==> config.mk <==
export PLATFORM = sky130hd
export DESIGN_NAME = irq_route_regs
export DESIGN_NICKNAME = d
export VERILOG_FILES = /design/src/rtl/irt_pkg.sv /design/src/rtl/irt_decode.sv /design/src/rtl/irt_entry.sv /design/src/rtl/irt_readback.sv /design/src/rtl/irq_route_regs.sv
export SDC_FILE = /design/constraint.sdc
export NUM_CORES = 2
export LEC_CHECK = 0
export BUFFER_PORTS_ARGS = -buffer_cell sky130_fd_sc_hd__buf_2
export CAP_MARGIN = 10
export CORE_AREA = 2 2 657 659
export DETAILED_ROUTE_END_ITERATION = 16
export DIE_AREA = 0 0 659 661
export PLACE_DENSITY = 0.3
export SLEW_MARGIN = 5
export SYNTH_ARGS = -nofsm -noshare
export SYNTH_HDL_FRONTEND = slang
export SYNTH_SLANG_ARGS = --single-unit
==> constraint.sdc <==
create_clock -name clk -period 3.85 [get_ports clk]
set_input_delay 0.5775 -clock clk [delete_from_list [all_inputs] [get_ports clk]]
set_output_delay 0.5775 -clock clk [all_outputs]
set_load 0.03 [all_outputs]
==> src/rtl/irt_pkg.sv <==
package irt_pkg;
  localparam logic [7:0] OFS_SELECT = 8'h00;
  localparam logic [7:0] OFS_WINDOW = 8'h10;
  localparam logic [7:0] SEL_IDENT  = 8'h00;
  localparam logic [7:0] SEL_VERS   = 8'h01;
  localparam logic [7:0] SEL_IDMIR  = 8'h02;
  localparam logic [7:0] SEL_TABLE  = 8'h10;
  localparam int RIRR_BIT = 14;
  localparam int MASK_BIT = 16;
  localparam int ID_LSB   = 24;
  localparam int ID_W     = 4;
  localparam logic [63:0] ENTRY_RST = 64'h0000_0000_0001_0000;
endpackage

==> src/rtl/irt_decode.sv <==
module irt_decode
  import irt_pkg::*;
#(
  parameter int NPINS = 24,
  parameter int SEL_W = 8
) (
  input  logic             bus_wr,
  input  logic [7:0]       bus_off,
  input  logic [3:0]       bus_size,
  input  logic [SEL_W-1:0] sel_q,
  output logic             sel_we,
  output logic             id_we,
  output logic [NPINS-1:0] lo_we,
  output logic [NPINS-1:0] hi_we
);
  logic             wr_ok, win_we, in_rng;
  logic [SEL_W-1:0] rel, idx;

  always_comb begin
    wr_ok  = bus_wr && ((bus_size == 4'd4) || (bus_size == 4'd8));
    sel_we = wr_ok && (bus_off == OFS_SELECT);
    win_we = wr_ok && (bus_off == OFS_WINDOW);
    id_we  = win_we && (sel_q == SEL_W'(SEL_IDENT));
    rel    = sel_q - SEL_W'(SEL_TABLE);
    idx    = rel >> 1;
    in_rng = (sel_q >= SEL_W'(SEL_TABLE)) && (idx < SEL_W'(NPINS));
  end

  for (genvar g = 0; g < NPINS; g++) begin : g_we
    assign lo_we[g] = win_we && in_rng && (idx == SEL_W'(g)) && !sel_q[0];
    assign hi_we[g] = win_we && in_rng && (idx == SEL_W'(g)) &&  sel_q[0];
  end
endmodule

==> src/rtl/irt_entry.sv <==
module irt_entry
  import irt_pkg::*;
(
  input  logic        clk,
  input  logic        rst_n,
  input  logic        lo_we,
  input  logic        hi_we,
  input  logic [31:0] wdata,
  input  logic        rirr_set,
  output logic [63:0] ent_q,
  output logic        mask_pulse,
  output logic        wr_pulse
);
  logic [63:0] ent_d;
  logic        ent_en, mask_pulse_d, wr_pulse_d;

  always_comb begin
    ent_d = ent_q;
    if (lo_we) begin
      ent_d[31:0]     = wdata;
      ent_d[RIRR_BIT] = 1'b0;
    end
    if (hi_we) ent_d[63:32] = wdata;
    if (rirr_set) ent_d[RIRR_BIT] = 1'b1;
    ent_en       = lo_we || hi_we || rirr_set;
    mask_pulse_d = lo_we && (wdata[MASK_BIT] != ent_q[MASK_BIT]);
    wr_pulse_d   = lo_we || hi_we;
  end

  always_ff @(posedge clk or negedge rst_n) begin
    if (!rst_n) begin
      ent_q      <= ENTRY_RST;
      mask_pulse <= 1'b0;
      wr_pulse   <= 1'b0;
    end else begin
      if (ent_en) ent_q <= ent_d;
      mask_pulse <= mask_pulse_d;
      wr_pulse   <= wr_pulse_d;
    end
  end

  p_lowwr_clears_rirr_r7: assert property (@(posedge clk) disable iff (!rst_n)
    (lo_we && !rirr_set) |=> !ent_q[RIRR_BIT]);
  p_set_wins_rirr_r7: assert property (@(posedge clk) disable iff (!rst_n)
    rirr_set |=> ent_q[RIRR_BIT]);
  p_mask_flip_r9: assert property (@(posedge clk) disable iff (!rst_n)
    mask_pulse |-> (ent_q[MASK_BIT] != $past(ent_q[MASK_BIT])));
  p_idle_hold_r11: assert property (@(posedge clk) disable iff (!rst_n)
    !(lo_we || hi_we || rirr_set) |=> $stable(ent_q));
endmodule

==> src/rtl/irt_readback.sv <==
module irt_readback
  import irt_pkg::*;
#(
  parameter int          NPINS   = 24,
  parameter int          SEL_W   = 8,
  parameter logic [7:0]  VERSION = 8'h11
) (
  input  logic                 clk,
  input  logic                 rst_n,
  input  logic                 rd,
  input  logic [7:0]           off,
  input  logic [SEL_W-1:0]     sel_q,
  input  logic [ID_W-1:0]      id_q,
  input  logic [64*NPINS-1:0]  entries,
  output logic [31:0]          rdata
);
  localparam logic [7:0] TOP_PIN = 8'(NPINS - 1);

  logic [SEL_W-1:0] rel, idx;
  logic [63:0]      ent_sel;
  logic             in_rng;
  logic [31:0]      win_val, rdata_d;

  always_comb begin
    rel     = sel_q - SEL_W'(SEL_TABLE);
    idx     = rel >> 1;
    in_rng  = (sel_q >= SEL_W'(SEL_TABLE)) && (idx < SEL_W'(NPINS));
    ent_sel = '0;
    for (int i = 0; i < NPINS; i++)
      if (idx == SEL_W'(i)) ent_sel = entries[64*i +: 64];
    if ((sel_q == SEL_W'(SEL_IDENT)) || (sel_q == SEL_W'(SEL_IDMIR)))
      win_val = {id_q, {ID_LSB{1'b0}}};
    else if (sel_q == SEL_W'(SEL_VERS))
      win_val = {8'h00, TOP_PIN, 8'h00, VERSION};
    else if (in_rng)
      win_val = sel_q[0] ? ent_sel[63:32] : ent_sel[31:0];
    else
      win_val = '0;
    case (off)
      OFS_SELECT: rdata_d = 32'(sel_q);
      OFS_WINDOW: rdata_d = win_val;
      default:    rdata_d = '0;
    endcase
  end

  always_ff @(posedge clk or negedge rst_n) begin
    if (!rst_n)  rdata <= '0;
    else if (rd) rdata <= rdata_d;
  end

  p_rdata_hold_r2: assert property (@(posedge clk) disable iff (!rst_n)
    !rd |=> $stable(rdata));
endmodule

==> src/rtl/irq_route_regs.sv <==
module irq_route_regs
  import irt_pkg::*;
#(
  parameter int         NPINS   = 24,
  parameter int         SEL_W   = 8,
  parameter logic [7:0] VERSION = 8'h11
) (
  input  logic                clk,
  input  logic                rst_n,
  input  logic                bus_wr,
  input  logic                bus_rd,
  input  logic [7:0]          bus_off,
  input  logic [3:0]          bus_size,
  input  logic [31:0]         bus_wdata,
  output logic [31:0]         bus_rdata,
  input  logic [NPINS-1:0]    rirr_set,
  output logic [64*NPINS-1:0] route_entries,
  output logic [NPINS-1:0]    mask_chg_pulse,
  output logic [NPINS-1:0]    entry_wr_pulse
);
  logic [SEL_W-1:0] sel_q, sel_d;
  logic [ID_W-1:0]  id_q, id_d;
  logic             sel_we, id_we;
  logic [NPINS-1:0] lo_we, hi_we;

  irt_decode #(.NPINS(NPINS), .SEL_W(SEL_W)) u_dec (
    .bus_wr(bus_wr), .bus_off(bus_off), .bus_size(bus_size), .sel_q(sel_q),
    .sel_we(sel_we), .id_we(id_we), .lo_we(lo_we), .hi_we(hi_we));

  always_comb begin
    sel_d = bus_wdata[SEL_W-1:0];
    id_d  = bus_wdata[ID_LSB +: ID_W];
  end

  always_ff @(posedge clk or negedge rst_n) begin
    if (!rst_n) begin
      sel_q <= '0;
      id_q  <= '0;
    end else begin
      if (sel_we) sel_q <= sel_d;
      if (id_we)  id_q  <= id_d;
    end
  end

  for (genvar g = 0; g < NPINS; g++) begin : g_ent
    irt_entry u_ent (
      .clk(clk), .rst_n(rst_n), .lo_we(lo_we[g]), .hi_we(hi_we[g]),
      .wdata(bus_wdata), .rirr_set(rirr_set[g]),
      .ent_q(route_entries[64*g +: 64]),
      .mask_pulse(mask_chg_pulse[g]), .wr_pulse(entry_wr_pulse[g]));
  end

  irt_readback #(.NPINS(NPINS), .SEL_W(SEL_W), .VERSION(VERSION)) u_rb (
    .clk(clk), .rst_n(rst_n), .rd(bus_rd), .off(bus_off), .sel_q(sel_q),
    .id_q(id_q), .entries(route_entries), .rdata(bus_rdata));

  p_bad_size_r8: assert property (@(posedge clk) disable iff (!rst_n)
    (bus_wr && bus_size != 4'd4 && bus_size != 4'd8 && rirr_set == '0)
      |=> $stable(route_entries));
  p_idmirror_ro_r3: assert property (@(posedge clk) disable iff (!rst_n)
    (bus_wr && bus_off == OFS_WINDOW && sel_q == SEL_W'(SEL_IDMIR)) |=> $stable(id_q));
  p_one_entry_r10: assert property (@(posedge clk) disable iff (!rst_n)
    $onehot0(entry_wr_pulse));
  p_other_off_r2: assert property (@(posedge clk) disable iff (!rst_n)
    (bus_off != OFS_SELECT) |=> $stable(sel_q));
endmodule

==> flow_summary_export.csv <==
group,metric,value,unit
hold_path,hp-start,"bus_wdata[18]",
synthesis,seq_area_frac_synth,54.57,%
timing,relSlewSlack,12.39,%
clocking,insertion_delay,0.99,ns
synthesis,synth.avg_cell_area,12.86,um^2
setup_path,crit_fanout,23,
setup_path,cp-startpoint,"sel_q[4]$_DFFE_PN0P_",
timing,hold_viol_final,0,
setup_path,worst_setup_path_end_kind,"flop",
route,drc,0,
hold_path,hold_class,"input pin to flop",
clocking,clk_path_buf_depth,4,
grt,grtUsageTotal,31.94,%
finish,final_cells,13849,
setup_path,crit_path_cell_trace,"buf_12 > or3_4 > nand3_4 > buf_12 > buf_4 > a21oi_4 > buf_12 > buf_4 > a222oi_1 > a21oi_2 > o32ai_4 > a221o_1 > a21oi_1",
pwr,p_comb_share,4.9,%
floorplan,ios,1688,
route,viasPerCell,4.986,
route,vias,69054,
synthesis,syn_inst,5808,
setup_path,critical_path_arrival,4.78,ns
floorplan,die_x,659,um
floorplan,die_height,661,um
pwr,p_seq_share,41.6,%
setup_path,start_kind,"flop",
timing,hold-worst-slack,0.2201,ns
pwr,p_leak,54.24,nW
place,dp_cells,13338,
timing,fin_crit_sh,101.8,%
place,place_ws,-0.6974,ns
timing,fmax,255.2,MHz
clocking,clkSinkCount,1628,
place,place_area,0.09628,mm^2
synthesis,synth_seq_cells,1628,
job,cap_viol_max_count,0,
clocking,cts_buffers,219,
pwr,vdd_drop_max,0.3927,mV
grt,grt_pass1_vias,67334,
timing,finClkSkew,0.04970,ns
synthesis,synthFlopType,"dfrtp_1",
synthesis,synth_area,0.07471,mm^2
setup_path,crit_top_cell,"buf_12",
setup_path,required,4.71,ns
floorplan,row_count,241,
route,wl_per_cell,52.07,um
timing,setup_viol,1,
pwr,power.density,392.1,mW/mm^2
timing,worst_slew_pin_slew,1.314,ns
grt,grt_overflow,0,
setup_path,r2r_start,"sel_q[4]$_DFFE_PN0P_",
floorplan,core,0.4291,mm^2
finish,syn2layout_area_growth,40.54,%
synthesis,synth_edf_count,0,
finish,fin_nets,7993,
grt,grt_max_degree,87,
synthesis,ys_types,102,
setup_path,crit_slowest_cell,"a222oi_1",
finish,design_area,0.1050,mm^2
place,dp_hpwl,556.8,mm
synthesis,async_flop_share,100.0,%
floorplan,start_util,17.41,%
grt,grt_first_pass_wirelength,883.1,mm
place,port_buffers,1687,
status,outcome,"finished with violations",
clocking,cts_tree,"built",
pwr,p_int,30.35,mW
timing,finalCriticalPeriod,3.919,ns
status,violations,"negative setup slack",
pwr,swShare,26.29,%
clocking,cts-htree-levels,4,
route,drt_pass1_iterations,7,
route,routed_wl,721.1,mm
finish,drive_gt1_share,56.74,%
clocking,path_clk_slew,0.06,ns
route,drt_iter0_drc,7742,
synthesis,syn_nets,5882,
synthesis,ys.warnings.count,0,
pwr,clockPowerShare,53.5,%
timing,drv_slew,0,
grt,antenna_found_initial,131,
route,ant_nets,0,
setup_path,slowest_delay,0.75,ns
setup_path,crit_type,"flop to flop",
clocking,clockRootBuffer,"clkbuf_16",
timing,timing.final.ws_setup,-0.06864,ns
place,place.gp.congestion,0.8922,
pwr,p_sw,10.83,mW
floorplan,die_area,0.4356,mm^2
[what timing repair did]
action                                  CTS  global route
resized for setup                        53            12
hold buffers                             25             0
endpoints found under the setup margin  225            38
hold endpoints to repair                 53             0
gates cloned                              0             1
pin swaps                                13            16
buffers inserted                         32            12
[worst max-delay path: cells and delay by family (launching register included)]
kind	cells	cell delay (ns)
AO/OA/AOI/OAI	6	1.92
buffers and inverters	5	0.84
AND/OR/NAND/NOR	2	0.57
flip-flops	1	0.43
[layer usage]
layer	up-vias	share of wire, %	routed length (um)	track usage [%]
li1	26047	-	-	-
met1	38298	41	295800	40.22
met2	3848	46	332600	51.86
met3	855	7.8	56330	8.200
met4	6	5.0	36280	13.14
met5	-	0.0035	25	0
[stage by stage]
stage          total power, mW  util (%)    TNS, ns
2_1_floorplan            17.87         -          0
3_3_place_gp             19.40     22.43     -21.24
3_5_place_dp             19.40     22.44     -19.83
4_1_cts                  41.53     24.39    -0.2262
5_1_grt                  42.19     24.45  -0.002384
6_report                 41.17     24.47   -0.06864
[synthesized netlist by cell type (all sizes together), types with 9 or more instances]
cell type / count / area [um^2]
nor2: 175 / 676.9
a22o: 43 / 376.6
mux4: 19 / 427.9
a221o: 26 / 260.3
a211oi: 42 / 315.3
o21bai: 25 / 187.7
nand4: 23 / 143.9
o21ai: 177 / 889.6
nand2: 208 / 798.3
o2111ai: 15 / 131.4
nand3: 105 / 553.0
o22ai: 64 / 400.4
o221ai: 24 / 210.2
inv: 40 / 150.1
nor3: 71 / 641.9
xnor2: 25 / 219.0
and3: 29 / 181.4
clkbuf: 261 / 979.7
nor4: 31 / 193.9
nor2b: 20 / 125.1
dfstp: 24 / 630.6
a32o: 9 / 90.09
a22oi: 199 / 1508
a222oi: 58 / 580.6
a221oi: 85 / 744.5
a2111oi: 22 / 193.9
a32oi: 11 / 96.34
buf: 357 / 2097
dfrtp: 1604 / 40140
a31oi: 37 / 252.7
a21oi: 191 / 967.2
nand2b: 17 / 106.4
o211ai: 17 / 127.6
mux2: 1536 / 17300
o2bb2ai: 14 / 122.6
mux2i: 63 / 630.6
[kinds of logic after synthesis]
family,share of synthesized area [%]
xor gates and xnor gates,0.3383
AOI/OAI and AO/OA,10.98
muxes,24.57
and+or+nand+nor,5.186
adders and majority gates,0.03349
DFF,54.57
buffers and inverters,4.324
[area by class of cell]
type	instances	area, um^2
Antenna cell	44	110.1
Clock buffer	320	6350
Clock inverter	77	1092
Fill cell	45686	324100
Inverter	41	160.2
Multi-Input combinational cell	3521	32100
Sequential cell	1628	40790
Tap cell	5710	7144
Timing Repair Buffer	2508	17260
[final timing paths]
check                           depth (start not counted)  slack [ns]                                    end
worst max-delay path                                   13       -0.07             u_rb.rdata[25]$_DFFE_PN0P_
worst min-delay path                                    2        0.22  g_ent[15].u_ent.ent_q[50]$_DFFE_PN0P_
worst max register to register                         13       -0.07             u_rb.rdata[25]$_DFFE_PN0P_
worst min register to register                          2        0.51             u_rb.rdata[22]$_DFFE_PN0P_
max in group asynchronous                               4        2.18  g_ent[23].u_ent.ent_q[40]$_DFFE_PN0P_
min in group asynchronous                               2        0.26  g_ent[19].u_ent.ent_q[61]$_DFFE_PN0P_
[registers in the layout, summed over array words and instances (netlist names)]
| signal | count |
|---|---|
| g_ent.u_ent.mask_pulse | 24 |
| g_ent.u_ent.ent_q | 1536 |
| g_ent.u_ent.wr_pulse | 24 |
| id_q | 4 |
| sel_q | 8 |
| u_rb.rdata | 32 |
[power groups by stage]
stage	combinational [mW]	clock, mW	sequential, mW
2_1_floorplan	0.428	0	17.4
3_3_place_gp	1.96	0	17.4
3_5_place_dp	1.97	0	17.4
4_1_cts	2.01	22.4	17.1
5_1_grt	2.05	23.0	17.1
6_report	2.00	22.0	17.1
[placed cells by master, fill, tap and decap left out, types with 26 or more instances in the layout]
master and count:
a211oi_1 38, a21oi_1 182, a221oi_1 80, a222oi_1 58, a22o_1 42, a22oi_1 196
a31oi_1 31, and3_1 28, buf_12 203, buf_2 1680, buf_4 594, clkbuf_1 52
clkbuf_16 220, clkbuf_8 49, clkinv_2 38, dfrtp_1 1599, diode_2 44, inv_1 35
mux2_1 48, mux2_2 1488, mux2i_1 63, nand2_1 187, nand3_1 70, nand3_4 31
nor2_1 148, nor3_1 29, nor3_4 33, nor4_1 26, o21ai_0 165, o22ai_1 61
No activity file was read; power rests on OpenSTA's default activity.
